--- src/rtl/lq_pkg.sv ---
package lq_pkg;
  // Line state as seen through the two comparator rails: {zero, one}.
  typedef enum logic [1:0] {
    LV_NULL = 2'b00,
    LV_ONE  = 2'b01,
    LV_ZERO = 2'b10,
    LV_BAD  = 2'b11
  } lvl_e;

  function automatic lvl_e lvl_of(input logic one, input logic zero);
    return lvl_e'({zero, one});
  endfunction
endpackage

--- src/rtl/lq_tick_gen.sv ---
module lq_tick_gen #(
  parameter int LO_DIV = 8
) (
  input  logic clk,
  input  logic rst_n,
  input  logic lo_speed,
  output logic tick
);
  localparam int DW = (LO_DIV > 1) ? $clog2(LO_DIV) : 1;

  logic [DW-1:0] div_q;

  always_ff @(posedge clk) begin
    if (!rst_n)                      div_q <= '0;
    else if (div_q == DW'(LO_DIV-1)) div_q <= '0;
    else                             div_q <= div_q + DW'(1);
  end

  assign tick = !lo_speed || (div_q == '0);
endmodule

--- src/rtl/lq_shift_bank.sv ---
module lq_shift_bank
  import lq_pkg::*;
#(
  parameter int WIN = 10,
  parameter int RUN = 3
) (
  input  logic clk,
  input  logic rst_n,
  input  logic tick,
  input  lvl_e lvl,
  output logic sample_evt,
  output logic hit,
  output logic hit_val,
  output logic gap_null
);
  localparam int NPOS = WIN - 2*RUN + 1;  // run start positions in the upper region

  // index 0: Null, 1: One, 2: Zero (matches lvl_e encoding)
  logic [2:0][WIN-1:0] hist_q;
  logic [NPOS-1:0]     one_run, zero_run;
  logic                low_null, up_null, cand, cand_q;

  always_ff @(posedge clk) begin
    if (!rst_n) begin
      hist_q <= '0;
    end else if (tick) begin
      for (int g = 0; g < 3; g++)
        hist_q[g] <= {hist_q[g][WIN-2:0], (lvl == lvl_e'(2'(g)))};
    end
  end

  for (genvar i = 0; i < NPOS; i++) begin : g_run
    assign one_run[i]  = &hist_q[1][RUN+i +: RUN];
    assign zero_run[i] = &hist_q[2][RUN+i +: RUN];
  end

  assign low_null = &hist_q[0][RUN-1:0];
  assign up_null  = &hist_q[0][WIN-1 -: RUN];
  assign cand     = low_null && ((|one_run) || (|zero_run));
  assign gap_null = low_null && up_null;

  always_ff @(posedge clk) begin
    if (!rst_n) begin
      sample_evt <= 1'b0;
      cand_q     <= 1'b0;
    end else begin
      sample_evt <= tick;
      if (sample_evt) cand_q <= cand;
    end
  end

  assign hit     = sample_evt && cand && !cand_q;
  assign hit_val = |one_run;
endmodule

--- src/rtl/lq_gap_timer.sv ---
module lq_gap_timer #(
  parameter int GAP_HI   = 10,
  parameter int GAP_LO   = 80,
  parameter int GAP_NEED = 3
) (
  input  logic clk,
  input  logic rst_n,
  input  logic lo_speed,
  input  logic restart,
  input  logic gap_null,
  output logic armed
);
  localparam int TMAX = (GAP_LO > GAP_HI) ? GAP_LO : GAP_HI;
  localparam int TW   = $clog2(TMAX);
  localparam int CW   = $clog2(GAP_NEED + 1);

  logic [TW-1:0] tmr_q;
  logic [CW-1:0] cnt_q;
  logic [TW-1:0] last;

  assign last = lo_speed ? TW'(GAP_LO - 1) : TW'(GAP_HI - 1);

  always_ff @(posedge clk) begin
    if (!rst_n || restart) begin
      armed <= 1'b0;
      tmr_q <= '0;
      cnt_q <= '0;
    end else if (!armed) begin
      if (tmr_q >= last) begin
        tmr_q <= '0;
        if (!gap_null)                         cnt_q <= '0;
        else if (cnt_q == CW'(GAP_NEED - 1)) begin
          cnt_q <= '0;
          armed <= 1'b1;
        end else                               cnt_q <= cnt_q + CW'(1);
      end else begin
        tmr_q <= tmr_q + TW'(1);
      end
    end
  end
endmodule

--- src/rtl/lq_bit_qualifier.sv ---
module lq_bit_qualifier
  import lq_pkg::*;
#(
  parameter int WIN       = 10,
  parameter int RUN       = 3,
  parameter int SP_MIN    = 8,
  parameter int SP_MAX    = 12,
  parameter int LO_DIV    = 8,
  parameter int GAP_HI    = 10,
  parameter int GAP_LO    = 80,
  parameter int GAP_NEED  = 3,
  parameter int WORD_BITS = 32
) (
  input  logic clk,
  input  logic rst_n,
  input  logic lo_speed,
  input  logic line_one,
  input  logic line_zero,
  output logic bit_valid,
  output logic bit_value,
  output logic err_pulse,
  output logic rx_enable
);
  localparam int SW = $clog2(SP_MAX + 2);
  localparam int BW = $clog2(WORD_BITS);

  logic          tick, sample_evt, hit, hit_val, gap_null;
  logic          in_word, sp_bad, acc_ok, word_end, restart;
  logic [SW-1:0] since_q, n_gap;
  logic [BW-1:0] bit_cnt_q;

  lq_tick_gen #(.LO_DIV(LO_DIV)) u_tick (
    .clk(clk), .rst_n(rst_n), .lo_speed(lo_speed), .tick(tick)
  );

  lq_shift_bank #(.WIN(WIN), .RUN(RUN)) u_bank (
    .clk(clk), .rst_n(rst_n), .tick(tick), .lvl(lvl_of(line_one, line_zero)),
    .sample_evt(sample_evt), .hit(hit), .hit_val(hit_val), .gap_null(gap_null)
  );

  lq_gap_timer #(.GAP_HI(GAP_HI), .GAP_LO(GAP_LO), .GAP_NEED(GAP_NEED)) u_gap (
    .clk(clk), .rst_n(rst_n), .lo_speed(lo_speed), .restart(restart),
    .gap_null(gap_null), .armed(rx_enable)
  );

  // n_gap: samples elapsed since the last accepted bit, counting this one
  assign n_gap   = since_q + SW'(1);
  assign in_word = (bit_cnt_q != '0);
  assign sp_bad  = rx_enable && sample_evt && in_word &&
                   (hit ? ((n_gap < SW'(SP_MIN)) || (n_gap > SW'(SP_MAX)))
                        : (n_gap >= SW'(SP_MAX)));
  assign acc_ok   = rx_enable && hit && !sp_bad;
  assign word_end = acc_ok && (bit_cnt_q == BW'(WORD_BITS - 1));
  assign restart  = sp_bad || word_end;

  always_ff @(posedge clk) begin
    if (!rst_n) begin
      bit_valid <= 1'b0;
      bit_value <= 1'b0;
      err_pulse <= 1'b0;
      bit_cnt_q <= '0;
      since_q   <= '0;
    end else begin
      bit_valid <= 1'b0;
      err_pulse <= 1'b0;
      if (sp_bad) begin
        err_pulse <= 1'b1;
        bit_cnt_q <= '0;
        since_q   <= '0;
      end else if (acc_ok) begin
        bit_valid <= 1'b1;
        bit_value <= hit_val;
        bit_cnt_q <= word_end ? '0 : bit_cnt_q + BW'(1);
        since_q   <= '0;
      end else if (sample_evt && in_word && since_q != SW'(SP_MAX)) begin
        since_q   <= since_q + SW'(1);
      end
    end
  end
endmodule

--- config.mk ---
export PLATFORM = sky130hd
export DESIGN_NAME = lq_bit_qualifier
export DESIGN_NICKNAME = d
export VERILOG_FILES = /design/src/rtl/lq_pkg.sv /design/src/rtl/lq_tick_gen.sv /design/src/rtl/lq_shift_bank.sv /design/src/rtl/lq_gap_timer.sv /design/src/rtl/lq_bit_qualifier.sv
export SDC_FILE = /design/constraint.sdc
export NUM_CORES = 1
export LEC_CHECK = 0
export BUFFER_PORTS_ARGS = -buffer_cell sky130_fd_sc_hd__buf_2
export CAP_MARGIN = 10
export CORE_ASPECT_RATIO = 1.75
export CORE_UTILIZATION = 40
export DETAILED_ROUTE_END_ITERATION = 8
export GPL_TIMING_DRIVEN = 1
export PLACE_DENSITY_LB_ADDON = 0.3
export RECOVER_POWER = 100
export SYNTH_ARGS = -nofsm -noshare
export SYNTH_HDL_FRONTEND = slang
export SYNTH_SLANG_ARGS = --single-unit
--- constraint.sdc ---
create_clock -name clk -period 3 [get_ports clk]
set_input_delay 0.3 -clock clk [delete_from_list [all_inputs] [get_ports clk]]
set_output_delay 0.3 -clock clk [all_outputs]
set_load 0.01 [all_outputs]
* Yosys cells after proc, flatten, opt, wreduce, memory -nomap -nowiden *
Index checks and enable logic that the tools add are counted.

storage, ports and cells
  register bits after elaboration = 57
  input port bits = 5
  output and inout port bits = 4
  word-level logic and storage cells = 87

operators by class
  add/subtract/negate cells = 5
  order comparisons = 4
  equal/unequal tests = 6
  multiplexer cells = 12
  bitwise gates (word level) = 3
  reductions and logical operators = 43

operators by type and width
  cell                 number
  $reduce_and 3->1     12
  $mux 7               2
  $logic_and 1x1->1    12
  $reduce_or 5->1      2
  $add 7x1->7 const B  1
  $ge 7x7->1           1
  $mux 1               7
  $add 5x1->5 const B  1
  $eq 5x5->1 const B   1
  $logic_or 1x1->1     5
  $mux 5               1
  $reduce_bool 5->1    1
  $add 4x1->4 const B  1
  $eq 2x2->1 const B   2
  $ge 4x4->1 const B   1
  $gt 4x4->1 const B   1
  $logic_not 1->1      4
  $lt 4x4->1 const B   1
  $mux 2               2
  $ne 4x4->1 const B   1
  $reduce_and 2->1     2
  $reduce_or 2->1      2
  $add 3x1->3 const B  1
  $eq 3x3->1 const B   1
  6 further kinds      8

* Logic depth before layout (Yosys ltp) *
  depth after elaboration = 13
  gate-level depth with buffers = 8

* Cells and area by module *
A second synthesis with hierarchy kept.

second synthesis, totals
  cells, all modules = 266
  area, all modules = 2,712.6 um2

by module, submodules not included
  module            instances  cells each  area an instance (um2)  sequential area each (um2)
  lq_shift_bank     1          120         1,336.3                 640.6
  lq_bit_qualifier  1          78          698.2                   240.2
  lq_gap_timer      1          55          534.3                   200.2
  lq_tick_gen       1          13          143.9                   60.1

* Worst setup path before layout *
Ideal clock, no wire load.

  path kind = register to register
  from = register since_q[0]
  to = register bit_cnt_q[2]
  setup time = 0.103 ns
  arrival = 1.928 ns
  required time = 2.897 ns
  path slack = 0.969 ns
  cell stages (with the launch flop) = 7
  path buffers = 0
  clock period less this slack = 2.031 ns
  cell sequence = dfxtp_1 > ha_1 > a21bo_2 > a21oi_2 > o21ai_2 > or4_1 > a2111oi_2

between the ends
  longest elaborated chain between the ends = 9

ends and longest elaborated chain
  item                                      RTL line                RTL
  start, declared                           lq_bit_qualifier.sv:29  logic [SW-1:0] since_q, n_gap;
  start signal, assigned                    lq_bit_qualifier.sv:76  since_q <= since_q + SW'(1);
  $add 4x1->4 (*)                           lq_bit_qualifier.sv:47  assign n_gap = since_q + SW'(1);
  $lt 4x4->1 or $gt 4x4->1 (tied branches)  lq_bit_qualifier.sv:50  (hit ? ((n_gap < SW'(SP_MIN)) || (n_gap > SW'(SP_MAX)))
  $logic_or 1x1->1                          lq_bit_qualifier.sv:50
  $mux 1 (*)                                lq_bit_qualifier.sv:50
  $logic_and 1x1->1 (*)                     lq_bit_qualifier.sv:49  assign sp_bad = rx_enable && sample_evt && in_word &&
  $logic_not 1->1                           lq_bit_qualifier.sv:52  assign acc_ok = rx_enable && hit && !sp_bad;
  $logic_and 1x1->1                         lq_bit_qualifier.sv:52
  $logic_and 1x1->1                         lq_bit_qualifier.sv:53  assign word_end = acc_ok && (bit_cnt_q == BW'(WORD_BITS - 1));
  $mux 5                                    lq_bit_qualifier.sv:73  bit_cnt_q <= word_end ? '0 : bit_cnt_q + BW'(1);
  end signal, assigned                      lq_bit_qualifier.sv:73
  end, declared                             lq_bit_qualifier.sv:30  logic [BW-1:0] bit_cnt_q;

Mark *: on every way between the ends. The rest lies on a longest branch, timed or not.
A chain may end at the register's enable or synchronous reset.

* Worst setup path in the final report *
Same ends and word-level chain as after synthesis.

==> key figures <==
Status
  – Outcome: finished clean

Timing
  – Final setup fails: 0
  – Count of final max-slew check failures: 0
  – Fin crit period: between 2000 and 2500 ps
  – Final Hold Viols: 0
  – Setup TNS: 0 ps
  – Relative slew slack: between 10% and 20%
  – Least-Margin Pin Slew: 1320 ps
  – Clock skew: between 7 and 8 ps
  – RSZ-0062 raised after global routing: false
  – Post-route clock period utilization: ~77%
  – Fmax: around 430 MHz

Route
  – Met1 wire length: 2298 um
  – DR iter-0 viols: 91
  – Drt first pass iters: 4
  – Avg WL per Cell: 12.81 um
  – DRC Markers: 0
  – Vias: 2115
  – Length of routed met3 wiring: 139 um
  – Top sig layer: met4
  – Vias per cell: 5.382
  – WL final: slightly above 5000 um
  – Final antenna-violating net count: 0
  – Met2 wire length: 2512 um

Layout
  – Syn-to-layout area delta: 11.40%
  – Highest-count cells in the layout ignoring fill and taps: nand2_1 (63), dfxtp_1 (57), a21oi_1 (35)
  – Layout Nets: about 330
  – Final Cell Area: 2873 um2
  – Final core occ: between 40 and 50%
  – Final instance count without filler cells: 393
  – Commonest non-fill, non-tap cell in the layout: nand2_1
  – Share of cells above drive strength 1: about 9.3%
  – N_diodes: 0

CTS
  – Root Buffer: clkbuf_8
  – CTS resizes: 0
  – Setup Fix Bufs, Post-CTS: 0
  – Clock latency at the later pin of the worst-skew pair: 330 ps
  – Clock Pin Slew Worst Setup and Hold Paths: 70 ps
  – CTS max path bufs: 2
  – Clock Sinks: 57
  – H-tree depth: 3
  – Hold buffer count at CTS: 0
  – CTS tree: yes
  – TritonCTS buffer count: 9

Hold path
  – Hold Crit Class: input port to register
  – WHS Path Cells: 2
  – HP Start: rst_n
  – Worst min-delay path endpoint: err_pulse

Die
  – Initial Utilization: 41.40%
  – Die Y: between 100 and 150 um
  – FP Rows: 38
  – Core Box Area: 6228 um2
  – Io pins: 9
  – Die ar.: 6785 um2
  – Die width: around 63 um

Logic synthesis
  – Yosys Warn Count: 0
  – Top cells by area, synth: dfxtp_1 (44%), nand2_1 (9.2%), a21oi_1 (6.6%)
  – Synth async-reset ratio: 0%
  – Dominant synthesized flop cell: dfxtp_1
  – Post-synthesis net count: 320
  – Cell variety after synth: 47
  – Sequential fraction of the synthesis area: 44.25%
  – Synthesized area: 2579 um2
  – Syn Area/Cell: 8.511 um2
  – Post-synth EDFFs: 0
  – Seq cells post-synth: 57
  – Top-area cell type share of the netlist area: 44.25%
  – Mapped Cells: 303
  – Leading area contributor after synthesis: dfxtp_1

Worst setup path
  – CP Data Required Time: 3210 ps
  – Worst Setup Start Kind: register
  – WP data arrival: 2530 ps
  – FF-to-FF path depth: 6
  – Worst R2R Start: since_q[0]
  – Worst Setup End Kind: register
  – Critical path class: register to register
  – Reg2reg end: bit_cnt_q[2]
  – Crit Path Max Fanout: 7
  – Reg2reg setup slack: 680 ps

Global route
  – Total GRT Usage: 16.75%
  – First-pass GRT wire length: about 9000 um
  – Initial antenna violation count: 0
  – Gr ovfl total: 0
  – Largest net degree at the start of global routing: 57
  – Vias in the first global route: between 2000 and 2500

Job
  – Max_cap viols: 0

Power and ir drop
  – P per Cell Area: slightly below 600 nW/um2
  – Peak VDD IR: 0.3288 mV
  – P_leak: 0.001034 uW

Placement
  – Dpl cells: approximately 380
  – Port Buffer Count: 8
  – GP Congestion: ~0.75
  – Placed inst area: 2679 um2
  – Post-DP HPWL: 3286 um
area by class of cell:
class / instances / area [um2]
sequential: 57 / 1141
clock inverter: 1 / 30.03
multi-input combinational: 217 / 1306
timing repair buffer: 11 / 53.80
clock buffer: 15 / 196.4
inverter: 12 / 45.04
tap: 80 / 100.1
fill: 612 / 3356
cell usage after synthesis, types with 4 or more instances:
| cell | number |
|---|---|
| a211oi_1 | 6 |
| o21ai_0 | 5 |
| nor3b_1 | 4 |
| nor3_1 | 5 |
| nand3b_1 | 5 |
| nor4_1 | 9 |
| clkbuf_1 | 14 |
| o211ai_1 | 5 |
| a21oi_1 | 34 |
| nand3_1 | 7 |
| and3_1 | 6 |
| xnor2_1 | 4 |
| nand2_1 | 63 |
| inv_1 | 12 |
| nor2_1 | 7 |
| dfxtp_1 | 57 |
| ha_1 | 12 |
sequential cells by signal (all words and copies together) (netlist names):
signal / count
bit_cnt_q: 5
u_bank.hist_q: 30
u_bank.sample_evt: 1
err_pulse: 1
u_tick.div_q: 3
bit_value: 1
bit_valid: 1
u_gap.cnt_q: 2
u_gap.tmr_q: 7
u_bank.cand_q: 1
since_q: 4
u_gap.armed: 1
metal layers:
metal  track usage [%]  up-vias
li1                  -     1077
met1             17.20     1007
met2             31.21       25
met3             2.743        6
met4             10.30        0
met5                 0        -
worst max-delay path: stages (launching register included):
cell and delay, ps:
dfxtp_1 460, ha_1 280, a21bo_2 240, a21oi_1 330
o21ai_2 110, or4_1 390, a2111oi_0 390
report_power, final:
group          switching [uW]  internal (uW)
clock network             287            498
registers                17.6            775
logic                    63.3           35.2
metrics by stage:
| stage | power, uW | setup slack [ps] | hold WS [ps] |
|---|---|---|---|
| 2_1_floorplan | 886.8 | 968.5 | 417.8 |
| 3_3_place_gp | 913.2 | 885.8 | 438.8 |
| 3_5_place_dp | 915.5 | 815.5 | 443.6 |
| 4_1_cts | 1703 | 813.0 | 188.8 |
| 5_1_grt | 1754 | 447.0 | 200.8 |
| 6_report | 1676 | 677.3 | 201.3 |
how the worst max path moves through the flow:
stage,startpoint,end,cells past startpoint,slack [ps]
after floorplan,since_q[0],bit_cnt_q[2],6,970
after global placement,since_q[1],bit_cnt_q[3],6,890
after detailed placement,lo_speed,u_gap.tmr_q[4],8,820
after CTS,since_q[0],bit_cnt_q[2],6,810
after global routing,since_q[0],bit_cnt_q[2],6,450
final,since_q[0],bit_cnt_q[2],6,680
cells by family after synthesis:
group | synth area share (%)
AOI/OAI and AO/OA | 18.39
xor gates and xnor gates | 2.378
adders and majority gates | 5.822
buffers and inverters | 4.318
DFF | 44.25
muxes | 0.7764
and+or+nand+nor | 24.07
Power figures use the tool's default switching activity.
